### config.mk
export PLATFORM = sky130hd
export DESIGN_NAME = spfAddUnit
export DESIGN_NICKNAME = d
export VERILOG_FILES = /design/src/rtl/spfAddPkg.sv /design/src/rtl/spfAddCtrl.sv /design/src/rtl/spfAddPath.sv /design/src/rtl/spfAddUnit.sv
export SDC_FILE = /design/constraint.sdc
export NUM_CORES = 1
export LEC_CHECK = 0
export CORE_MARGIN = 2
export CORE_UTILIZATION = 49
export CTS_CLUSTER_DIAMETER = 50
export CTS_CLUSTER_SIZE = 40
export DETAILED_ROUTE_END_ITERATION = 12
export GPL_TIMING_DRIVEN = 1
export PLACE_DENSITY = 0.69
export SLEW_MARGIN = 25
export SYNTH_ARGS = -nofsm -noshare
export SYNTH_HDL_FRONTEND = slang
export SYNTH_SLANG_ARGS = --single-unit
### constraint.sdc
create_clock -name clk -period 6.8 [get_ports clk]
set_clock_uncertainty 0.1 [all_clocks]
set_input_delay 1.02 -clock clk [delete_from_list [all_inputs] [get_ports clk]]
set_output_delay 1.02 -clock clk [all_outputs]
set_load 0.02 [all_outputs]
### src/rtl/spfAddPkg.sv
package spfAddPkg;

  // control -> datapath strobes
  typedef struct packed {
    logic load;
    logic alignShift;
    logic addStep;
    logic normRight;
    logic normLeft;
    logic roundStep;
  } spfStrobe_t;

  // datapath -> control observations
  typedef struct packed {
    logic needShift;
    logic sumZero;
    logic sumCarry;
    logic sumNorm;
  } spfStat_t;

  typedef enum logic [2:0] {
    ST_IDLE,
    ST_ALIGN,
    ST_ADD,
    ST_NORM,
    ST_ROUND
  } spfState_t;

  localparam int FLAG_ZERO = 0;
  localparam int FLAG_SIGN = 1;
  localparam int FLAG_OVF  = 2;
  localparam int FLAG_UNF  = 3;
  localparam int FLAG_W    = 4;

endpackage

### src/rtl/spfAddCtrl.sv
module spfAddCtrl
  import spfAddPkg::*;
(
  input  logic       clk,
  input  logic       rstN,
  input  logic       start,
  input  spfStat_t   stat,
  output spfStrobe_t strobe,
  output logic       done
);

  spfState_t state, nextState;

  always_comb begin
    strobe    = '0;
    nextState = state;
    case (state)
      ST_IDLE: begin
        if (start) begin
          strobe.load = 1'b1;
          nextState   = ST_ALIGN;
        end
      end
      ST_ALIGN: begin
        if (stat.needShift) strobe.alignShift = 1'b1;
        else                nextState         = ST_ADD;
      end
      ST_ADD: begin
        strobe.addStep = 1'b1;
        nextState      = ST_NORM;
      end
      ST_NORM: begin
        if (stat.sumZero) begin
          nextState = ST_ROUND;
        end else if (stat.sumCarry) begin
          strobe.normRight = 1'b1;
          nextState        = ST_ROUND;
        end else if (!stat.sumNorm) begin
          strobe.normLeft = 1'b1;
        end else begin
          nextState = ST_ROUND;
        end
      end
      ST_ROUND: begin
        strobe.roundStep = 1'b1;
        nextState        = ST_IDLE;
      end
      default: nextState = ST_IDLE;
    endcase
  end

  always_ff @(posedge clk or negedge rstN) begin
    if (!rstN) begin
      state <= ST_IDLE;
      done  <= 1'b0;
    end else begin
      state <= nextState;
      done  <= strobe.roundStep;
    end
  end


  done_pulse_chk: assert property (@(posedge clk) disable iff (!rstN)
    done |=> !done);


  done_idle_chk: assert property (@(posedge clk) disable iff (!rstN)
    done |-> (state == ST_IDLE));


  strobe_excl_chk: assert property (@(posedge clk) disable iff (!rstN)
    $onehot0(strobe));

endmodule

### src/rtl/spfAddPath.sv
module spfAddPath
  import spfAddPkg::*;
#(
  parameter int EXP_W  = 8,
  parameter int FRAC_W = 23
)(
  input  logic                    clk,
  input  logic                    rstN,
  input  logic                    opSub,
  input  logic [EXP_W+FRAC_W:0]   nosIn,
  input  logic [EXP_W+FRAC_W:0]   tosIn,
  input  spfStrobe_t              strobe,
  output spfStat_t                stat,
  output logic [EXP_W+FRAC_W:0]   result,
  output logic [FLAG_W-1:0]       flags
);

  localparam int WORD_W   = EXP_W + FRAC_W + 1;
  localparam int SIGN_POS = WORD_W - 1;
  localparam int MAN_W    = FRAC_W + 1;
  localparam int EXT_W    = MAN_W + 3;
  localparam int SEXP_W   = EXP_W + 2;
  localparam logic [EXP_W-1:0] EXP_TOP = '1;
  localparam logic [EXP_W-1:0] EXP_MAX = EXP_TOP - 1'b1;

  // operand unpacking
  logic [EXP_W-1:0] nosExp, tosExp;
  logic [EXT_W-1:0] nosMan, tosMan;
  logic             nosSign, tosSign, swapIn;

  assign nosExp  = nosIn[WORD_W-2 -: EXP_W];
  assign tosExp  = tosIn[WORD_W-2 -: EXP_W];
  assign nosSign = nosIn[SIGN_POS];
  assign tosSign = tosIn[SIGN_POS] ^ opSub;
  assign nosMan  = (nosExp == '0) ? '0 : {1'b1, nosIn[FRAC_W-1:0], 3'b000};
  assign tosMan  = (tosExp == '0) ? '0 : {1'b1, tosIn[FRAC_W-1:0], 3'b000};
  assign swapIn  = tosExp > nosExp;

  // working registers: A holds the larger exponent
  logic [EXP_W-1:0]         expA, expB;
  logic [EXT_W-1:0]         manA, manB;
  logic                     signA, signB;
  logic [EXT_W:0]           sum;
  logic                     sumSign;
  logic signed [SEXP_W-1:0] sumExp;

  // magnitude adder
  logic [EXT_W:0] addRaw;
  logic           addSign;

  always_comb begin
    if (signA == signB) begin
      addRaw  = {1'b0, manA} + {1'b0, manB};
      addSign = signA;
    end else if (manA >= manB) begin
      addRaw  = {1'b0, manA - manB};
      addSign = signA;
    end else begin
      addRaw  = {1'b0, manB - manA};
      addSign = signB;
    end
  end

  // rounding and packing
  logic [MAN_W-1:0]         keepMan;
  logic                     guardB, roundB, stickyB, roundUp;
  logic [MAN_W:0]           roundedMan;
  logic signed [SEXP_W-1:0] finExp;
  logic [FRAC_W-1:0]        finFrac;
  logic                     isOvf, isUnf;
  logic [WORD_W-1:0]        resNext;
  logic [FLAG_W-1:0]        flagNext;

  always_comb begin
    keepMan    = sum[EXT_W-1:3];
    guardB     = sum[2];
    roundB     = sum[1];
    stickyB    = sum[0];
    roundUp    = guardB & (roundB | stickyB | keepMan[0]);
    roundedMan = {1'b0, keepMan} + {{MAN_W{1'b0}}, roundUp};
    finExp     = sumExp + $signed({{(SEXP_W-1){1'b0}}, roundedMan[MAN_W]});
    finFrac    = roundedMan[MAN_W] ? roundedMan[FRAC_W:1] : roundedMan[FRAC_W-1:0];
    isOvf      = finExp > $signed({2'b00, EXP_MAX});
    isUnf      = finExp <= SEXP_W'(0);

    resNext            = {sumSign, finExp[EXP_W-1:0], finFrac};
    flagNext           = '0;
    flagNext[FLAG_SIGN] = sumSign;
    if (stat.sumZero) begin
      resNext             = '0;
      flagNext            = '0;
      flagNext[FLAG_ZERO] = 1'b1;
    end else if (isOvf) begin
      resNext            = {sumSign, EXP_MAX, {FRAC_W{1'b1}}};
      flagNext[FLAG_OVF] = 1'b1;
    end else if (isUnf) begin
      resNext             = '0;
      flagNext            = '0;
      flagNext[FLAG_UNF]  = 1'b1;
      flagNext[FLAG_ZERO] = 1'b1;
    end
  end

  assign stat.needShift = (expB != expA) && (manB != '0);
  assign stat.sumZero   = (sum == '0);
  assign stat.sumCarry  = sum[EXT_W];
  assign stat.sumNorm   = sum[EXT_W-1];

  always_ff @(posedge clk or negedge rstN) begin
    if (!rstN) begin
      expA    <= '0;
      expB    <= '0;
      manA    <= '0;
      manB    <= '0;
      signA   <= 1'b0;
      signB   <= 1'b0;
      sum     <= '0;
      sumSign <= 1'b0;
      sumExp  <= '0;
      result  <= '0;
      flags   <= '0;
    end else begin
      if (strobe.load) begin
        if (swapIn) begin
          expA <= tosExp;  manA <= tosMan;  signA <= tosSign;
          expB <= nosExp;  manB <= nosMan;  signB <= nosSign;
        end else begin
          expA <= nosExp;  manA <= nosMan;  signA <= nosSign;
          expB <= tosExp;  manB <= tosMan;  signB <= tosSign;
        end
      end
      if (strobe.alignShift) begin
        manB <= {1'b0, manB[EXT_W-1:2], manB[1] | manB[0]};
        expB <= expB + 1'b1;
      end
      if (strobe.addStep) begin
        sum     <= addRaw;
        sumSign <= addSign;
        sumExp  <= $signed({2'b00, expA});
      end
      if (strobe.normRight) begin
        sum    <= {1'b0, sum[EXT_W:2], sum[1] | sum[0]};
        sumExp <= sumExp + SEXP_W'(1);
      end
      if (strobe.normLeft) begin
        sum    <= {sum[EXT_W-1:0], 1'b0};
        sumExp <= sumExp - SEXP_W'(1);
      end
      if (strobe.roundStep) begin
        result <= resNext;
        flags  <= flagNext;
      end
    end
  end


  align_order_chk: assert property (@(posedge clk) disable iff (!rstN)
    expB <= expA);


  round_norm_chk: assert property (@(posedge clk) disable iff (!rstN)
    (strobe.roundStep && !stat.sumZero) |-> (sum[EXT_W-1] && !sum[EXT_W]));


  range_excl_chk: assert property (@(posedge clk) disable iff (!rstN)
    !(flags[FLAG_OVF] && flags[FLAG_UNF]));


  sign_flag_chk: assert property (@(posedge clk) disable iff (!rstN)
    flags[FLAG_SIGN] == result[SIGN_POS]);


  hold_result_chk: assert property (@(posedge clk) disable iff (!rstN)
    !strobe.roundStep |=> ($stable(result) && $stable(flags)));

endmodule

### src/rtl/spfAddUnit.sv
module spfAddUnit
  import spfAddPkg::*;
#(
  parameter int EXP_W  = 8,
  parameter int FRAC_W = 23
)(
  input  logic                  clk,
  input  logic                  rstN,
  input  logic                  start,
  input  logic                  opSub,
  input  logic [EXP_W+FRAC_W:0] nosIn,
  input  logic [EXP_W+FRAC_W:0] tosIn,
  output logic [EXP_W+FRAC_W:0] result,
  output logic [FLAG_W-1:0]     flags,
  output logic                  done
);

  spfStrobe_t strobe;
  spfStat_t   stat;

  spfAddCtrl uCtrl (
    .clk    (clk),
    .rstN   (rstN),
    .start  (start),
    .stat   (stat),
    .strobe (strobe),
    .done   (done)
  );

  spfAddPath #(
    .EXP_W  (EXP_W),
    .FRAC_W (FRAC_W)
  ) uPath (
    .clk    (clk),
    .rstN   (rstN),
    .opSub  (opSub),
    .nosIn  (nosIn),
    .tosIn  (tosIn),
    .strobe (strobe),
    .stat   (stat),
    .result (result),
    .flags  (flags)
  );

endmodule

==> flow_metrics.env <==
export IMPL_status="finished clean"
export IMPL_synth_cell_type_count=75
export IMPL_setup_worst_path_class="reg2reg"
export IMPL_drv_slew=0
export IMPL_dr_pass1_iters=8
export IMPL_synthMuxAreaShare=0.006748
export IMPL_regArea_sq_um=3679
export IMPL_synthCells=1528
export IMPL_critPathMaxStageDelay_ns=0.66
export IMPL_cts_max_level=4
export IMPL_die_area_sq_um=25870
export IMPL_antenna_found_initial=0
export IMPL_hold_viol=0
export IMPL_final_common_cell="a21oi_1"
export IMPL_cts_tree="done"
export IMPL_grt_pass1_wl_mm=57.90
export IMPL_crit_fanout=22
export IMPL_crit_arrival_ns=4.87
export IMPL_power_internal_mw=3.832
export IMPL_synthArstFlopShare=1.000
export IMPL_portBuffers=104
export IMPL_seq_area_frac_synth=0.3052
export IMPL_max_cap_viol_count=0
export IMPL_via_per_inst=6.220
export IMPL_synth_flop_cell="dfrtp_1"
export IMPL_grt_max_degree=76
export IMPL_cpMostUsedCell="ha_1"
export IMPL_synthXorXnorAreaFrac=0.04941
export IMPL_dr_first_iter_drc_count=888
export IMPL_antenna_left=0
export IMPL_fp_dieW_um=160.8
export IMPL_end_kind="flip-flop"
export IMPL_crit_path_start_kind="flip-flop"
export IMPL_clkLatencyLatePin_ns=0.43
export IMPL_ios=105
export IMPL_relSlewSlack=0.2765
export IMPL_gp_congestion=0.9647
export IMPL_cts_root_buffer="clkbuf_16"
export IMPL_num_rows=57
export IMPL_switchingPower_mw=4.079
export IMPL_first_global_vias=11011
export IMPL_routedWlPerCell_um=19.09
export IMPL_layout_setup_ws_ns=2.166
export IMPL_ys_ff_latch=147
export IMPL_multi_input_area_sq_um=7601
export IMPL_preCtsSetupSlack_ns=2.215
export IMPL_fill_cells=2260
export IMPL_rsz0062_at_grt="no"
export IMPL_finalNetCount=1705
export IMPL_wl_mm=36.01
export IMPL_post_route_drc_count=0
export IMPL_cts_num_sinks=147
export IMPL_setup_violations=0
export IMPL_area_delta_synth_final_pct=14.42
export IMPL_worst_ir_drop_vdd_mv=0.2097
export IMPL_synth_adder_area_share=0.09260
export IMPL_p_sw_frac=0.5156
export IMPL_power_mw=7.910
export IMPL_clkPwrFrac=0.124
export IMPL_timing_setup_tns_ns=0
export IMPL_slowest_stage="and2_1"
export IMPL_clock_fmax_ghz=0.2158
export IMPL_synth_area_sq_um=12050
export IMPL_p_leak_nw=5.836
export IMPL_synth_compound_gate_area_share=0.2787
export IMPL_synth_top_family_by_area="compound AO/OA/AOI/OAI gates"
export IMPL_grt_overflow_total=0
export IMPL_diodes=0
export IMPL_pwr_share_comb=0.632
export IMPL_grt_total_usage=0.2764
export IMPL_die_y_um=160.8
export IMPL_drive_above_1_share=0.04866
export IMPL_critPathRequiredTime_ns=7.04
export IMPL_crit_chain="and2_1, ha_1, nand2_1, nor2_1, nand4_1, nor3_1, buf_4, ha_1, ha_1, nand3_1, nor2_1, xnor2_1, or4_1, o31ai_1, and2_1, a21oi_1, o21ai_0"
export IMPL_powerDensity_nw_per_um2=573.6
export IMPL_period_share=0.6815
export IMPL_mostFrequentLayoutCells="163 x a21oi_1, 147 x dfrtp_1, 130 x nor2_1, 128 x nand2_1, 103 x clkdlybuf4s50_1"
export IMPL_regToRegSetupSlack_ns=2.17
export IMPL_cts_resized=0
export IMPL_synth_edf_count=0
export IMPL_vias=11731
export IMPL_synth_warning_count=0
export IMPL_post_cts_buffers=0
export IMPL_worstHoldPathType="reg2reg"
export IMPL_avgSynthCellArea_sq_um=7.888
export IMPL_clk_path_buf_depth=2
export IMPL_seqPwrFrac=0.244
export IMPL_postSynthNetCount=1684
export IMPL_fin_crit_ns=4.634
export IMPL_tightest_slew_ns=1.072
export IMPL_yosys_area_share_simple=0.1999
export IMPL_detailed_place_hpwl_mm=26.77
export IMPL_cts_buffers=17
export IMPL_cts_clk_slew_worst_paths_ns=0.07
export IMPL_start_util=0.4971
export IMPL_core_area_sq_um=24250
export IMPL_timing_hold_ws_ns=0.3792
export IMPL_cts_hold_buf=0
## worst max-delay path, delay by kind of cell, from the launching register on
| kind | cells | cell delay [ns] |
|---|---|---|
| compound gates | 3 | 0.46 |
| fa+ha+maj | 3 | 0.64 |
| flops | 1 | 0.45 |
| xor+xnor | 1 | 0.09 |
| buf+inv | 1 | 0.24 |
| simple gates | 9 | 2.56 |
## final cells by class
class / count / share of cell area
clock buffer: 17 / 0.03085
clock inverter: 15 / 0.01334
inverter: 89 / 0.02422
multi-input combinational: 1174 / 0.5512
sequential: 147 / 0.2667
tap: 324 / 0.02940
timing repair buffer: 120 / 0.08429
## cells in the mapped netlist, types with 13 or more instances
cell type	instances	area [sq um]
and3_1	33	206.5
nor3_1	35	175.2
nand4_1	18	112.6
inv_1	89	334.1
a221o_1	33	330.3
a211oi_1	19	142.6
nor4_1	23	143.9
nand3_1	80	400.4
o21ai_0	79	395.4
o22ai_1	20	125.1
a31oi_1	28	175.2
clkbuf_1	99	371.6
xnor2_1	47	411.6
nor2_1	130	488.0
a21o_1	17	127.6
a311oi_1	22	192.7
xor2_1	21	183.9
dfrtp_1	147	3679
o21a_1	13	97.59
o21bai_1	14	105.1
ha_1	86	1076
a21oi_1	164	820.8
nand2_1	129	484.2
## sequential cells by signal (all words and copies together) (netlist names), 3 cells and up
register,cells
uPath.manA,24
uPath.expB,8
uPath.manB,27
uPath.sumExp,10
uPath.expA,8
uPath.sum,28
uPath.flags,4
uPath.result,31
uCtrl.state,3
## routing by layer
layer / share of wire / routed length, um / GRT usage
met5: 0 / 0 / 0
met4: 0.016 / 577 / 0.07914
met3: 0.064 / 2294 / 0.03745
met2: 0.45 / 16150 / 0.4365
met1: 0.47 / 16990 / 0.3978
## through the flow
| step | cell area [sq um] | std cells | util |
|---|---|---|---|
| after global routing | 13790 | 1886 | 0.5687 |
| after CTS | 13790 | 1886 | 0.5687 |
| after floorplan | 12050 | 1528 | - |
| final | 13790 | 1886 | 0.5687 |
| after global placement | 13180 | 1854 | 0.5434 |
| after detailed placement | 13180 | 1854 | 0.5436 |
## worst paths after layout
kind                                 from                to  depth (start not counted)
setup / recovery             uPath.sum[3]  uPath.result[22]                         17
hold / removal             uPath.flags[3]    uPath.flags[3]                          1
setup reg to reg             uPath.sum[3]  uPath.result[22]                         17
hold reg to reg            uPath.flags[3]    uPath.flags[3]                          1
max in group asynchronous            rstN    uPath.manA[16]                          2
min in group asynchronous            rstN        uCtrl.done                          1
## power groups by stage
stage | clock [mW] | sequential [mW] | combinational, mW
final | 0.984 | 1.93 | 5.00
after CTS | 0.997 | 1.90 | 4.92
after floorplan | 0 | 1.71 | 3.70
after global routing | 1.03 | 1.99 | 5.47
after detailed placement | 0 | 1.92 | 4.89
after global placement | 0 | 1.90 | 4.86
## cell families (layout without fill, tap and decap cells)
group	Yosys count	count (layout)
DFF	147	147
adders and majority gates	88	88
xor gates and xnor gates	68	68
AOI/OAI and AO/OA	505	505
and+or+nand+nor	505	505
buffers and inverters	207	241
muxes	8	8
No activity file was read; power rests on OpenSTA's default activity.
